[src/rtl/tc_cap_pkg.sv]
package tc_cap_pkg;

    localparam int REG_W  = 32;
    localparam int FLAG_W = 8;

    // register word indices
    localparam logic [3:0] REG_CTRL  = 4'd0;
    localparam logic [3:0] REG_MODE  = 4'd1;
    localparam logic [3:0] REG_COUNT = 4'd4;
    localparam logic [3:0] REG_CAPA  = 4'd5;
    localparam logic [3:0] REG_CAPB  = 4'd6;
    localparam logic [3:0] REG_LIMIT = 4'd7;
    localparam logic [3:0] REG_STAT  = 4'd8;
    localparam logic [3:0] REG_IEN   = 4'd9;
    localparam logic [3:0] REG_IDIS  = 4'd10;
    localparam logic [3:0] REG_IMASK = 4'd11;

    localparam logic [REG_W-1:0] MODE_MASK = 32'h000F_C7C0;

    // event flag positions
    localparam int F_OVF  = 0;
    localparam int F_OVR  = 1;
    localparam int F_CMP  = 4;
    localparam int F_LDA  = 5;
    localparam int F_LDB  = 6;
    localparam int F_TRIG = 7;
    localparam int S_CLK  = 16;
    localparam int S_PINA = 17;
    localparam int S_PINB = 18;

    typedef enum logic [1:0] {
        EDGE_OFF  = 2'd0,
        EDGE_RISE = 2'd1,
        EDGE_FALL = 2'd2,
        EDGE_ANY  = 2'd3
    } edge_sel_e;

    typedef struct packed {
        logic      wave;
        logic      limit_trig;
        logic      src_is_a;
        edge_sel_e trig_edge;
        logic      off_on_b;
        logic      halt_on_b;
        edge_sel_e a_edge;
        edge_sel_e b_edge;
    } mode_t;

    typedef struct packed {
        logic trig;
        logic load_b;
        logic load_a;
        logic cmp;
        logic overrun;
        logic wrap;
    } evt_t;

    function automatic mode_t decode_mode(input logic [REG_W-1:0] m);
        mode_t d;
        d.wave       = m[15];
        d.limit_trig = m[14];
        d.src_is_a   = m[10];
        d.trig_edge  = edge_sel_e'(m[9:8]);
        d.off_on_b   = m[7];
        d.halt_on_b  = m[6];
        d.a_edge     = edge_sel_e'(m[17:16]);
        d.b_edge     = edge_sel_e'(m[19:18]);
        return d;
    endfunction

    function automatic logic edge_hit(input edge_sel_e sel, input logic rise, input logic fall);
        case (sel)
            EDGE_RISE: return rise;
            EDGE_FALL: return fall;
            EDGE_ANY:  return rise | fall;
            default:   return 1'b0;
        endcase
    endfunction

    function automatic logic [FLAG_W-1:0] evt_to_flags(input evt_t e);
        logic [FLAG_W-1:0] f;
        f         = '0;
        f[F_OVF]  = e.wrap;
        f[F_OVR]  = e.overrun;
        f[F_CMP]  = e.cmp;
        f[F_LDA]  = e.load_a;
        f[F_LDB]  = e.load_b;
        f[F_TRIG] = e.trig;
        return f;
    endfunction

endpackage

[src/rtl/tc_pin_sync.sv]
module tc_pin_sync #(
    parameter int N_PINS = 2,
    parameter int STAGES = 2
) (
    input  logic              clk,
    input  logic              rst,
    input  logic [N_PINS-1:0] pins_i,
    output logic [N_PINS-1:0] level_o,
    output logic [N_PINS-1:0] rise_o,
    output logic [N_PINS-1:0] fall_o
);
    localparam int DEPTH = STAGES + 1;

    for (genvar i = 0; i < N_PINS; i++) begin : g_pin
        logic [DEPTH-1:0] shreg;

        always_ff @(posedge clk) begin
            if (rst) begin
                shreg <= '0;
            end else begin
                shreg <= {shreg[DEPTH-2:0], pins_i[i]};
            end
        end

        assign level_o[i] = shreg[STAGES-1];
        assign rise_o[i]  = shreg[STAGES-1] & ~shreg[STAGES];
        assign fall_o[i]  = ~shreg[STAGES-1] & shreg[STAGES];
    end
endmodule

[src/rtl/tc_count_core.sv]
module tc_count_core #(
    parameter int CNT_W = 16
) (
    input  logic             clk,
    input  logic             rst,
    input  logic             tick_i,
    input  logic             cmd_en_i,
    input  logic             cmd_dis_i,
    input  logic             cmd_sw_i,
    input  logic             ext_trig_i,
    input  logic             halt_req_i,
    input  logic             off_req_i,
    input  logic             limit_trig_i,
    input  logic [CNT_W-1:0] limit_i,
    output logic [CNT_W-1:0] cnt_o,
    output logic             clk_on_o,
    output logic             halted_o,
    output logic             pend_o,
    output logic             cmp_o,
    output logic             wrap_o
);
    localparam logic [CNT_W-1:0] ALL_ONES = {CNT_W{1'b1}};

    logic [CNT_W-1:0] cnt_q, cnt_d;
    logic             clk_on_q, halted_q, pend_q;
    logic             run, hit, trig_any;

    assign trig_any = cmd_sw_i | ext_trig_i;
    assign run      = tick_i & clk_on_q & ~halted_q;
    assign hit      = (cnt_q == limit_i);

    always_comb begin
        cnt_d  = cnt_q;
        cmp_o  = 1'b0;
        wrap_o = 1'b0;
        if (run) begin
            if (pend_q) begin
                cnt_d = '0;
            end else begin
                cmp_o = hit;
                if (hit && limit_trig_i) begin
                    cnt_d = '0;
                end else begin
                    cnt_d  = cnt_q + 1'b1;
                    wrap_o = (cnt_q == ALL_ONES);
                end
            end
        end
    end

    always_ff @(posedge clk) begin
        if (rst) begin
            cnt_q    <= '0;
            clk_on_q <= 1'b0;
            halted_q <= 1'b0;
            pend_q   <= 1'b0;
        end else begin
            cnt_q <= cnt_d;
            if (cmd_dis_i || off_req_i) begin
                clk_on_q <= 1'b0;
            end else if (cmd_en_i || cmd_sw_i) begin
                clk_on_q <= 1'b1;
            end
            if (trig_any) begin
                halted_q <= 1'b0;
            end else if (halt_req_i) begin
                halted_q <= 1'b1;
            end
            if (trig_any) begin
                pend_q <= 1'b1;
            end else if (run) begin
                pend_q <= 1'b0;
            end
        end
    end

    assign cnt_o    = cnt_q;
    assign clk_on_o = clk_on_q;
    assign halted_o = halted_q;
    assign pend_o   = pend_q;
endmodule

[src/rtl/tc_capture_unit.sv]
module tc_capture_unit
    import tc_cap_pkg::*;
#(
    parameter int CNT_W = 16
) (
    input  logic             clk,
    input  logic             rst,
    input  logic             active_i,
    input  logic             rise_i,
    input  logic             fall_i,
    input  edge_sel_e        a_sel_i,
    input  edge_sel_e        b_sel_i,
    input  logic [CNT_W-1:0] cnt_i,
    input  logic             flag_a_i,
    input  logic             flag_b_i,
    output logic [CNT_W-1:0] ra_o,
    output logic [CNT_W-1:0] rb_o,
    output logic             load_a_o,
    output logic             load_b_o,
    output logic             overrun_o
);
    logic [CNT_W-1:0] ra_q, rb_q;
    logic             want_b_q;
    logic             hit_a, hit_b;

    assign hit_a     = active_i & edge_hit(a_sel_i, rise_i, fall_i);
    assign hit_b     = active_i & edge_hit(b_sel_i, rise_i, fall_i);
    assign load_a_o  = hit_a & ~want_b_q;
    assign load_b_o  = hit_b & want_b_q;
    assign overrun_o = (load_a_o & flag_a_i) | (load_b_o & flag_b_i);

    always_ff @(posedge clk) begin
        if (rst) begin
            ra_q     <= '0;
            rb_q     <= '0;
            want_b_q <= 1'b0;
        end else begin
            if (load_a_o) begin
                ra_q     <= cnt_i;
                want_b_q <= 1'b1;
            end else if (load_b_o) begin
                rb_q     <= cnt_i;
                want_b_q <= 1'b0;
            end
        end
    end

    assign ra_o = ra_q;
    assign rb_o = rb_q;
endmodule

[src/rtl/tc_host_regs.sv]
module tc_host_regs
    import tc_cap_pkg::*;
#(
    parameter int CNT_W  = 16,
    parameter int ADDR_W = 4
) (
    input  logic              clk,
    input  logic              rst,
    input  logic              bus_wr,
    input  logic              bus_rd,
    input  logic [ADDR_W-1:0] bus_addr,
    input  logic [REG_W-1:0]  bus_wdata,
    output logic [REG_W-1:0]  bus_rdata,
    input  evt_t              evt_i,
    input  logic [CNT_W-1:0]  cnt_i,
    input  logic [CNT_W-1:0]  ra_i,
    input  logic [CNT_W-1:0]  rb_i,
    input  logic              clk_on_i,
    input  logic [1:0]        pin_lvl_i,
    output logic [REG_W-1:0]  mode_o,
    output logic [CNT_W-1:0]  limit_o,
    output logic              cmd_en_o,
    output logic              cmd_dis_o,
    output logic              cmd_sw_o,
    output logic [FLAG_W-1:0] flags_o,
    output logic [FLAG_W-1:0] imask_o,
    output logic              irq_o
);
    logic [REG_W-1:0]  mode_q, rdata_q, stat_word;
    logic [CNT_W-1:0]  limit_q;
    logic [FLAG_W-1:0] flags_q, imask_q, set_vec;
    logic              wr_ctrl, rd_stat;

    assign wr_ctrl   = bus_wr && (bus_addr == REG_CTRL);
    assign rd_stat   = bus_rd && (bus_addr == REG_STAT);
    assign cmd_en_o  = wr_ctrl & bus_wdata[0];
    assign cmd_dis_o = wr_ctrl & bus_wdata[1];
    assign cmd_sw_o  = wr_ctrl & bus_wdata[2];
    assign set_vec   = evt_to_flags(evt_i);

    always_comb begin
        stat_word              = '0;
        stat_word[FLAG_W-1:0]  = flags_q;
        stat_word[S_CLK]       = clk_on_i;
        stat_word[S_PINA]      = pin_lvl_i[0];
        stat_word[S_PINB]      = pin_lvl_i[1];
    end

    always_ff @(posedge clk) begin
        if (rst) begin
            mode_q  <= '0;
            limit_q <= '1;
            flags_q <= '0;
            imask_q <= '0;
            rdata_q <= '0;
        end else begin
            flags_q <= (rd_stat ? '0 : flags_q) | set_vec;
            if (bus_wr) begin
                case (bus_addr)
                    REG_MODE:  mode_q  <= bus_wdata & MODE_MASK;
                    REG_LIMIT: limit_q <= bus_wdata[CNT_W-1:0];
                    REG_IEN:   imask_q <= imask_q | bus_wdata[FLAG_W-1:0];
                    REG_IDIS:  imask_q <= imask_q & ~bus_wdata[FLAG_W-1:0];
                    default:   ;
                endcase
            end
            if (bus_rd) begin
                case (bus_addr)
                    REG_MODE:  rdata_q <= mode_q;
                    REG_COUNT: rdata_q <= REG_W'(cnt_i);
                    REG_CAPA:  rdata_q <= REG_W'(ra_i);
                    REG_CAPB:  rdata_q <= REG_W'(rb_i);
                    REG_LIMIT: rdata_q <= REG_W'(limit_q);
                    REG_STAT:  rdata_q <= stat_word;
                    REG_IMASK: rdata_q <= REG_W'(imask_q);
                    default:   rdata_q <= '0;
                endcase
            end
        end
    end

    assign bus_rdata = rdata_q;
    assign mode_o    = mode_q;
    assign limit_o   = limit_q;
    assign flags_o   = flags_q;
    assign imask_o   = imask_q;
    assign irq_o     = |(flags_q & imask_q);
endmodule

[src/rtl/tc_capture_channel.sv]
module tc_capture_channel
    import tc_cap_pkg::*;
#(
    parameter int CNT_W  = 16,
    parameter int ADDR_W = 4
) (
    input  logic              clk,
    input  logic              rst,
    input  logic              cnt_en,
    input  logic              pin_a,
    input  logic              pin_b,
    input  logic              bus_wr,
    input  logic              bus_rd,
    input  logic [ADDR_W-1:0] bus_addr,
    input  logic [REG_W-1:0]  bus_wdata,
    output logic [REG_W-1:0]  bus_rdata,
    output logic              irq
);
    logic [1:0]        pin_lvl, pin_rise, pin_fall;
    logic [REG_W-1:0]  mode_raw;
    mode_t             mode;
    logic              capture_on, src_rise, src_fall, ext_trig;
    logic [CNT_W-1:0]  cnt_q, limit_q, ra_q, rb_q;
    logic              clk_on, halted, trig_pend, cmp_evt, wrap_evt;
    logic              ld_a, ld_b, ovr_evt;
    logic              cmd_en, cmd_dis, cmd_sw;
    logic [FLAG_W-1:0] flags, imask;
    evt_t              evt;

    tc_pin_sync #(.N_PINS(2), .STAGES(2)) u_sync (
        .clk     (clk),
        .rst     (rst),
        .pins_i  ({pin_b, pin_a}),
        .level_o (pin_lvl),
        .rise_o  (pin_rise),
        .fall_o  (pin_fall)
    );

    assign mode       = decode_mode(mode_raw);
    assign capture_on = ~mode.wave;
    assign src_rise   = mode.src_is_a ? pin_rise[0] : pin_rise[1];
    assign src_fall   = mode.src_is_a ? pin_fall[0] : pin_fall[1];
    assign ext_trig   = capture_on & edge_hit(mode.trig_edge, src_rise, src_fall);

    tc_count_core #(.CNT_W(CNT_W)) u_core (
        .clk          (clk),
        .rst          (rst),
        .tick_i       (cnt_en),
        .cmd_en_i     (cmd_en),
        .cmd_dis_i    (cmd_dis),
        .cmd_sw_i     (cmd_sw),
        .ext_trig_i   (ext_trig),
        .halt_req_i   (ld_b & mode.halt_on_b),
        .off_req_i    (ld_b & mode.off_on_b),
        .limit_trig_i (mode.limit_trig),
        .limit_i      (limit_q),
        .cnt_o        (cnt_q),
        .clk_on_o     (clk_on),
        .halted_o     (halted),
        .pend_o       (trig_pend),
        .cmp_o        (cmp_evt),
        .wrap_o       (wrap_evt)
    );

    tc_capture_unit #(.CNT_W(CNT_W)) u_cap (
        .clk       (clk),
        .rst       (rst),
        .active_i  (capture_on),
        .rise_i    (pin_rise[0]),
        .fall_i    (pin_fall[0]),
        .a_sel_i   (mode.a_edge),
        .b_sel_i   (mode.b_edge),
        .cnt_i     (cnt_q),
        .flag_a_i  (flags[F_LDA]),
        .flag_b_i  (flags[F_LDB]),
        .ra_o      (ra_q),
        .rb_o      (rb_q),
        .load_a_o  (ld_a),
        .load_b_o  (ld_b),
        .overrun_o (ovr_evt)
    );

    always_comb begin
        evt.trig    = ext_trig;
        evt.load_b  = ld_b;
        evt.load_a  = ld_a;
        evt.cmp     = cmp_evt;
        evt.overrun = ovr_evt;
        evt.wrap    = wrap_evt;
    end

    tc_host_regs #(.CNT_W(CNT_W), .ADDR_W(ADDR_W)) u_regs (
        .clk       (clk),
        .rst       (rst),
        .bus_wr    (bus_wr),
        .bus_rd    (bus_rd),
        .bus_addr  (bus_addr),
        .bus_wdata (bus_wdata),
        .bus_rdata (bus_rdata),
        .evt_i     (evt),
        .cnt_i     (cnt_q),
        .ra_i      (ra_q),
        .rb_i      (rb_q),
        .clk_on_i  (clk_on),
        .pin_lvl_i (pin_lvl),
        .mode_o    (mode_raw),
        .limit_o   (limit_q),
        .cmd_en_o  (cmd_en),
        .cmd_dis_o (cmd_dis),
        .cmd_sw_o  (cmd_sw),
        .flags_o   (flags),
        .imask_o   (imask),
        .irq_o     (irq)
    );
endmodule

[config.mk]
export PLATFORM = sky130hd
export DESIGN_NAME = tc_capture_channel
export DESIGN_NICKNAME = d
export VERILOG_FILES = /design/src/rtl/tc_cap_pkg.sv /design/src/rtl/tc_pin_sync.sv /design/src/rtl/tc_count_core.sv /design/src/rtl/tc_capture_unit.sv /design/src/rtl/tc_host_regs.sv /design/src/rtl/tc_capture_channel.sv
export SDC_FILE = /design/constraint.sdc
export NUM_CORES = 1
export LEC_CHECK = 0
export BUFFER_PORTS_ARGS = -buffer_cell sky130_fd_sc_hd__buf_2
export CAP_MARGIN = 15
export CELL_PAD_IN_SITES_DETAIL_PLACEMENT = 2
export CELL_PAD_IN_SITES_GLOBAL_PLACEMENT = 2
export CORE_ASPECT_RATIO = 1.25
export CORE_MARGIN = 10
export CORE_UTILIZATION = 35
export DETAILED_ROUTE_END_ITERATION = 8
export GPL_TIMING_DRIVEN = 0
export HOLD_SLACK_MARGIN = 0.1
export PLACE_DENSITY = 0.85
export SLEW_MARGIN = 20
export SYNTH_ARGS = -nofsm -noshare
export SYNTH_HDL_FRONTEND = slang
export SYNTH_HIERARCHICAL = 1
export SYNTH_SLANG_ARGS = --single-unit
[constraint.sdc]
create_clock -name clk -period 2.6 [get_ports clk]
set_clock_uncertainty 0.2 [all_clocks]
set_input_delay 0.26 -clock clk [delete_from_list [all_inputs] [get_ports clk]]
set_output_delay 0.26 -clock clk [all_outputs]
set_load 0.02 [all_outputs]
# Word-level counts from Yosys, hierarchy flattened

Cells that the tools add are included.

Register bits: 133
Latch bits: 0
Memory bits (writable): 0
Bits in read-only memories: 0
Logic and storage cells: 105
Memories: 0

Add/subtract/negate cells: 1
$mul: 0
Divide/modulo/power cells: 0
Magnitude comparators: 0
Eq/ne operators: 20
Shift-type cells: 0
Muxes and demuxes: 19
Bitwise operators: 35
Reductions and logical operators: 16

Operator list:

| operator              | number |
|---|---|
| $pmux 20 s7           | 1 |
| $mux 16               | 2 |
| $and 1x1->1           | 18 |
| $add 16x1->16 const B | 1 |
| $and 8x8->8           | 2 |
| $eq 16x16->1          | 1 |
| $eq 16x16->1 const B  | 1 |
| $eq 4x3->1 const B    | 4 |
| $eq 4x4->1 const B    | 4 |
| $or 8x8->8            | 2 |
| $pmux 8 s2            | 1 |
| $eq 2x2->1 const B    | 6 |
| $mux 1                | 11 |
| $pmux 1 s3            | 3 |
| $mux 8                | 1 |
| $not 1->1             | 8 |
| $not 8->8             | 1 |
| $reduce_and 2->1      | 4 |
| $reduce_or 8->1       | 1 |
| $eq 2x1->1 const B    | 3 |
| $reduce_bool 2->1     | 3 |
| $eq 4x1->1 const B    | 1 |
| $logic_not 4->1       | 1 |
| $or 1x1->1            | 4 |
| other kinds (3)       | 7 |

# Longest topological paths before layout

Gate-level depths: netlist (run 1).

Depth after elaboration: 9
Mapped depth: 8
Depth with buffers taken out: 7

# Cells and area by module

The synthesis (run 1) kept the hierarchy.

Modules (own cells, without submodules):

| module             | instances | cells an instance | area an instance (um^2) | sequential area each (um^2) |
|---|---|---|---|---|
| tc_host_regs       | 1         | 389               | 3314.4                  | 1221.2 |
| tc_capture_unit    | 1         | 169               | 1462.7                  | 660.6 |
| tc_count_core      | 1         | 116               | 1074.8                  | 380.4 |
| tc_pin_sync        | 1         | 18                | 197.7                   | 120.1 |
| tc_capture_channel | 1         | 8                 | 55.1                    | 0.0 |

# Worst setup path after synthesis (run 1)

No wires, ideal clock.

Path kind: register to register
Start: reg u_core.cnt_q[5] (netlist: u_core/cnt_o[5])
End: reg u_core.cnt_q[9] (netlist: u_core/cnt_o[9])
Arrival time: 1.577 ns
Data required time: 2.285 ns
Slack: 0.708 ns
Stages on the path, launching flop included: 7
Buffers on the path: 1
Clock period less this slack: 1.892 ns
Cells stage by stage: dfxtp_1 -> xor2_1 -> nor4_2 -> nand4_2 -> o31ai_4 -> buf_8 -> nor2_2

Cells in the longest elaborated chain, start to end: 4
Elaborated cells between the ends (all ways): 5
Those cells by class: 1 x add/sub; 1 x eq/ne; 2 x mux; 1 x reduce/logical

RTL lines:

| what                                                  | RTL line            | source |
|---|---|---|
| start, declared                                       | tc_count_core.sv:24 | `logic [CNT_W-1:0] cnt_q, cnt_d;` |
| start signal, assigned                                | tc_count_core.sv:58 | `cnt_q <= cnt_d;` |
| branches (longest 2 deep; another with $add 16x1->16) | n/a                 |  |
| $mux 16 *                                             | tc_count_core.sv:41 | `if (hit && limit_trig_i) begin` |
| $mux 16 *                                             | tc_count_core.sv:37 | `if (pend_q) begin` |

Mark *: on every way between the ends.
A chain may end at the register's enable or synchronous reset.

# Worst setup path after layout (run 1)

Start: reg u_core.cnt_q[1] (netlist: u_core/cnt_o[1])
End: reg u_core.cnt_q[13] (netlist: u_core/cnt_o[13])

The elaborated chain is that of the path after synthesis.

==> results of run 1 <==
[routing by layer]
layer	GRT usage [%]	share of wire, %	up-vias
met4	13.9	4.8	0
met3	5.66	5.4	95
li1	-	-	2580
met1	25.9	38	3080
met5	0	0	-
met2	43.1	51	247
[metrics by stage]
| step | setup WS, ns | setup TNS [ns] | hold slack [ns] | total power, uW | cell area (sq um) |
|---|---|---|---|---|---|
| after detailed placement | 0.112 | 0 | 0.243 | 2210 | 6490 |
| after floorplan | 0.708 | 0 | 0.129 | 2090 | 5970 |
| final | 0.0418 | 0 | 0.167 | 4630 | 7360 |
| after global routing | -0.0361 | -0.0361 | 0.210 | 4760 | 7360 |
| after global placement | 0.198 | 0 | 0.217 | 2190 | 6490 |
| after CTS | 0.0950 | 0 | 0.143 | 4620 | 7340 |
[flip-flops by register name, indices dropped and copies added (netlist names), named ones only]
signal / flops
u_core/clk_on_o: 1
u_cap/rb_o: 16
u_regs/mode_o: 11
u_cap/ra_o: 16
u_regs/limit_o: 16
u_regs/flags_o: 6
u_core/pend_o: 1
u_cap/want_b_q: 1
u_core/halted_o: 1
u_regs/bus_rdata: 20
u_core/cnt_o: 16
u_sync/g_pin.shreg: 6
[critical path, stage by stage, from the launching register on]
cell and delay [ns]:
sky130_fd_sc_hd__dfxtp_1 0.65, sky130_fd_sc_hd__xor2_1 0.24, sky130_fd_sc_hd__nor4_2 0.33, sky130_fd_sc_hd__nand4_2 0.28
sky130_fd_sc_hd__o31ai_4 0.31, sky130_fd_sc_hd__buf_4 0.21, sky130_fd_sc_hd__buf_8 0.16, sky130_fd_sc_hd__nor2_2 0.05
[power breakdown]
part           leakage, uW  switching (uW)  internal (uW)  total (uW)
clock network     0.000275             967           1440        2410
registers         0.000961            18.9           1840        1860
logic              0.00161             231            137         368
[final timing paths]
check | startpoint | endpoint | slack [ns] | cells after the start
worst min-delay path | bus_addr[2] | u_regs/bus_rdata[7] | 0.17 | 4
worst min register to register | u_sync/g_pin[0].shreg[0] | u_sync/g_pin[0].shreg[1] | 0.26 | 1
worst max-delay path | u_core/cnt_o[1] | u_core/cnt_o[13] | 0.04 | 7
worst max register to register | u_core/cnt_o[1] | u_core/cnt_o[13] | 0.04 | 7
[cell type report]
cell class | count | area (sq um) | area share, %
Clock buffer | 18 | 439 | 5.97
Buffer | 59 | 352 | 4.78
Sequential cell | 119 | 2380 | 32.4
Multi-Input combinational cell | 500 | 3210 | 43.7
Inverter | 10 | 37.5 | 0.510
Tap cell | 220 | 275 | 3.74
Timing Repair Buffer | 75 | 508 | 6.90
Clock inverter | 14 | 151 | 2.06
[repair_timing]
item	4_1_cts	5_1_grt
gates resized for setup	0	3
setup endpoints to repair	0	12
buffers inserted	0	1
hold buffers	26	0
endpoints found under the hold margin	45	0
==> summary.md, run 1 <==
| Metric | Value |
|---|---|
| Final hold violation count | 0 |
| Critical-path maximum fanout | 10 |
| Clock transition time at the flip-flop clock pins of the worst setup and hold paths | roughly 0.060 ns |
| Number of search-and-repair iterations in the first detailed-routing pass | 5 |
| Total routed wirelength | approximately 28000 microns |
| Layout Cells excl Fill | ~1000 |
| Required @ worst endpoint | 2.72 ns |
| Average instance area after synthesis | between 8 and 9 sq um |
| Count of buffers from port buffering | 48 |
| CTS max path bufs | 2 |
| Total half-perimeter wirelength after legalization and detailed placement | around 18000 microns |
| Initial antenna violation count | 0 |
| Crit. End Element | register |
| Time the final worst path needs with I/O delays and setup | roughly 2.6 ns |
| Min-delay worst type | in2reg |
| Slew at the pin with the worst max-slew slack | between 0.9 and 1 ns |
| Largest voltage drop on the vdd net | ~0.49 mV |
| Number of remaining DRC errors | 0 |
| Clock latency reported for the late side of the worst-skew pair | between 0.4 and 0.5 ns |
| Root Buffer Master | sky130_fd_sc_hd__clkbuf_16 |
| FMAX | between 300 and 400 MHz |
| Util after Layout | 44.0% |
| Height of the die | roughly 170 microns |
| Power per standard cell area | roughly 630 mW/mm^2 |
| Placement Rows | 53 |
| TritonCTS Sinks | ~120 |
| Gate count of the mapped netlist | between 600 and 700 |
| # diodes | 0 |
| WL/cell | approximately 27 microns |
| Worst slew margin relative to its limit | about 35% |
| Run status | finished clean |
| Data arrival, critical path | ~2.7 ns |
| Final setup violation count | 0 |
| Leakage power | approximately 0.0028 uW |
| Pins over their slew limit | 0 |
| DIE AREA | 0.0226 sq mm |
| Core Region | ~0.017 sq mm |
| Fin nets | between 800 and 900 |
| Depth of the CTS H-tree | 4 |
| Grt ovf | 0 |
| Final weighted congestion in routability-driven placement | between 0.8 and 0.9 |
| Proportion of layout cells with a drive suffix above 1 | between 20% and 30% |
| GRT Total Usage | 24.3% |
| Final cycle utilization of the critical path | between 90% and 100% |
| Placed Instances | 956 |
| Most common cell after layout, fill and taps aside | sky130_fd_sc_hd__dfxtp_1 |
| Via count of the first global-routing pass | ~6600 |
| Type of the setup path with the least slack | reg2reg |
| IO Pins | between 70 and 80 |
| Most frequent cells in the layout | sky130_fd_sc_hd__dfxtp_1 (119), sky130_fd_sc_hd__nand2_1 (76), sky130_fd_sc_hd__buf_2 (66), sky130_fd_sc_hd__o21ai_0 (53), sky130_fd_sc_hd__nor2b_1 (47) |
| Cell area after synthesis | just under 0.006 sq mm |
| Kind of start point of the critical path | register |
| Starting Density | a little over a third |
| First-pass GRT wire length | 41300 microns |
| Number of buffers added by the clock tree synthesis step | 17 |
| Maximum number of pins on one net before global-route repair | 18 |
| Area growth syn-to-layout | 24.0% |
| Width of the chip | between 100 and 150 microns |
| Clock tree from TritonCTS | yes |
| Number of DRC markers after the initial detailed-route iteration | roughly 530 |
| Number of nets with antenna violations after routing | 0 |
| Total of warnings raised by yosys | 6 |
| Max Cap Violations | 0 |
| Via density per instance | 5.91 |
| Fill cell instance count of the final layout | about 1800 |
| DR vias | ~6000 |
No activity file was read; power rests on OpenSTA's default activity.
==> inputs of run 2 (changes only) <==
--- a/config.mk
+++ b/config.mk
@@ -10,7 +10,6 @@
 export CELL_PAD_IN_SITES_DETAIL_PLACEMENT = 2
 export CELL_PAD_IN_SITES_GLOBAL_PLACEMENT = 2
 export CORE_ASPECT_RATIO = 1.25
-export CORE_MARGIN = 10
 export CORE_UTILIZATION = 35
 export DETAILED_ROUTE_END_ITERATION = 8
 export GPL_TIMING_DRIVEN = 0
==> run 2 against run 1 <==
  * First-iteration DRC count shrank 11%
  * Sequential share of layout area grew 0.12 points
  * Highest routed layer unchanged
  * Combinational power shrank 1%
  * Largest cell class unchanged
==> summary.md, run 2 (synthesized netlist as in run 1, its figures left out) <==
| Metric | Value |
|---|---|
| Run status | finished clean (unchanged) |
| Width of the chip | 118 microns (was 136 microns) |
| Starting Density | 36.2% (was 35.5%) |
| Height of the die | 148 microns (was 166 microns) |
| TritonCTS Sinks | 119 (unchanged) |
| Type of the setup path with the least slack | reg2reg (unchanged) |
| Clock latency reported for the late side of the worst-skew pair | 0.44 ns (was 0.43 ns) |
| Footprint of the multi-input gates | 0.00321 sq mm (about the same) |
| Worst slew margin relative to its limit | 35.1% (was 34.6%) |
| Critical-path maximum fanout | 10 (unchanged) |
| Core Region | 0.0164 sq mm (was 0.0167 sq mm) |
| Clock transition time at the flip-flop clock pins of the worst setup and hold paths | 0.06 ns (about the same) |
| FMAX | 395 MHz (was 391 MHz) |
| Time the final worst path needs with I/O delays and setup | 2.53 ns (was 2.56 ns) |
| Initial antenna violation count | 0 (unchanged) |
| CTS max path bufs | 2 (unchanged) |
| Number of DRC markers after the initial detailed-route iteration | 470 (was 529) |
| Startpoint of the worst-slack reg-to-reg timing path | u_core/cnt_o[1] (unchanged) |
| Tightest hold margin | 0.203 ns (was 0.167 ns) |
| Maximum number of pins on one net before global-route repair | 18 (unchanged) |
| Fin nets | 825 (was 826) |
| Total half-perimeter wirelength after legalization and detailed placement | 17200 microns (was 17600 microns) |
| Kind of start point of the critical path | register (unchanged) |
| Leakage power | 0.00284 uW (was 0.00285 uW) |
| Number of remaining DRC errors | 0 (unchanged) |
| Count of buffers from port buffering | 48 (unchanged) |
| Final hold violation count | 0 (unchanged) |
| WL/cell | 26.8 microns (was 27.1 microns) |
| Fill cell instance count of the final layout | 1781 (was 1811) |
| Number of search-and-repair iterations in the first detailed-routing pass | 5 (unchanged) |
| Cell depth of the worst hold path | 5 (was 4) |
| Via density per instance | 5.92 (was 5.91) |
| Area growth syn-to-layout | 23.6% (was 24.0%) |
| Area of all sequential standard cells | 0.00238 sq mm (unchanged) |
| # diodes | 0 (unchanged) |
| Placement Rows | 52 (was 53) |
| RSZ-0062 raised after global routing | false |
| Crit. End Element | register (unchanged) |
| Most frequent cells in the layout | sky130_fd_sc_hd__dfxtp_1 (119), sky130_fd_sc_hd__nand2_1 (76), sky130_fd_sc_hd__buf_2 (66), sky130_fd_sc_hd__o21ai_0 (53), sky130_fd_sc_hd__nor2b_1 (49) (was sky130_fd_sc_hd__dfxtp_1 (119), sky130_fd_sc_hd__nand2_1 (76), sky130_fd_sc_hd__buf_2 (66), sky130_fd_sc_hd__o21ai_0 (53), sky130_fd_sc_hd__nor2b_1 (47)) |
| DIE AREA | 0.0175 sq mm (was 0.0226 sq mm) |
| Power per standard cell area | 628 mW/mm^2 (was 630 mW/mm^2) |
| Final weighted congestion in routability-driven placement | 0.877 (was 0.890) |
| Number of buffers added by the clock tree synthesis step | 17 (unchanged) |
| Number of nets with antenna violations after routing | 0 (unchanged) |
| DR vias | 5969 (was 6002) |
| Max Cap Violations | 0 (unchanged) |
| Pins over their slew limit | 0 (unchanged) |
| Clock tree from TritonCTS | yes (unchanged) |
| Final cycle utilization of the critical path | 97.5% (was 98.4%) |
| Pre-CTS setup slack | 0.0726 ns (was 0.112 ns) |
| Largest register FFs | 20 (unchanged) |
| Total routed wirelength | 27000 microns (was 27500 microns) |
| Proportion of layout cells with a drive suffix above 1 | 20.7% (was 21.1%) |
| Launching element of the worst setup path | u_core/cnt_o[1] (unchanged) |
| Grt ovf | 0 (unchanged) |
| Setup slack after layout | 0.0658 ns (was 0.0418 ns) |
| Setup TNS | 0 ns (unchanged) |
| Largest voltage drop on the vdd net | 0.469 mV (was 0.492 mV) |
| Via count of the first global-routing pass | 6733 (was 6619) |
| Final setup violation count | 0 (unchanged) |
| GRT Total Usage | 31.8% (was 24.3%) |
| First-pass GRT wire length | 40900 microns (was 41300 microns) |
| Min-delay worst type | in2reg (unchanged) |
| Most common cell after layout, fill and taps aside | sky130_fd_sc_hd__dfxtp_1 (unchanged) |
| Data arrival, critical path | 2.66 ns (was 2.68 ns) |
| # Post-CTS Setup Buffers | 0 (unchanged) |
| Required @ worst endpoint | 2.72 ns (about the same) |
| Path depth of the worst reg2reg path | 6 (was 7) |
| IO Pins | 76 (unchanged) |
| Slew at the pin with the worst max-slew slack | 0.973 ns (was 0.982 ns) |
| Root Buffer Master | sky130_fd_sc_hd__clkbuf_16 (unchanged) |
| Worst hold path startpoint | bus_addr[1] (was bus_addr[2]) |
| Depth of the CTS H-tree | 4 (unchanged) |
## run 2: cell types whose count changed in the layout (fill, tap and decap cells not counted), sizes merged
| cell | change |
|---|---|
| buf | -1 |
| clkbuf | +1 |
| clkinv | -1 |
| clkinvlp | +1 |
| inv | -2 |
## run 2: worst paths after layout
path         slack [ns]                    to
min reg2reg        0.26  u_regs/bus_rdata[11]
min                0.20      u_regs/mode_o[6]
max reg2reg        0.07      u_core/cnt_o[13]
max                0.07      u_core/cnt_o[13]
## run 2: timing repair
| item | 4_1_cts | 5_1_grt |
|---|---|---|
| endpoints found under the setup margin | 0 | 1 |
| hold buffers | 26 | 0 |
| resized for setup | 0 | 1 |
| hold endpoints to repair | 43 | 0 |
## run 2: cell type report
type                    instances  area share [%]
multi-input cells             500            43.8
inverters                      10           0.512
clock buffers                  19            6.18
well taps                     216            3.69
plain buffers                  59            4.80
clock inverters                12            1.76
flip-flops and latches        119            32.5
repair buffers                 74            6.83
## run 2: worst max-delay path: stages, from the launching register on
cell and delay, ns:
sky130_fd_sc_hd__dfxtp_1 0.63, sky130_fd_sc_hd__xor2_1 0.19, sky130_fd_sc_hd__nor4_2 0.32, sky130_fd_sc_hd__nand4_2 0.25
sky130_fd_sc_hd__o31ai_4 0.53, sky130_fd_sc_hd__buf_8 0.22, sky130_fd_sc_hd__nor2_2 0.05
## run 2: power by group
part	internal (uW)	switching, uW
sequential	1840	18.6
clock	1450	933
combinational	136	228
## run 2: per-layer routing
metal / global-route usage (%) / part of all wire (%) / up-vias
met1: 32.7 / 37 / 3023
met3: 7.14 / 5.1 / 102
met4: 19.3 / 5.0 / 0
li1: - / - / 2575
met5: 0 / 0 / -
met2: 58.5 / 53 / 269
## run 2: per-stage QoR
stage          cells  util (%)  area [sq um]  power (uW)
2_1_floorplan    688         -          5970        2090
3_3_place_gp     952      39.5          6480        2190
3_5_place_dp     952      39.5          6480        2210
4_1_cts         1009      44.7          7330        4590
5_1_grt         1009      44.7          7330        4720
6_report        1009      44.7          7330        4600
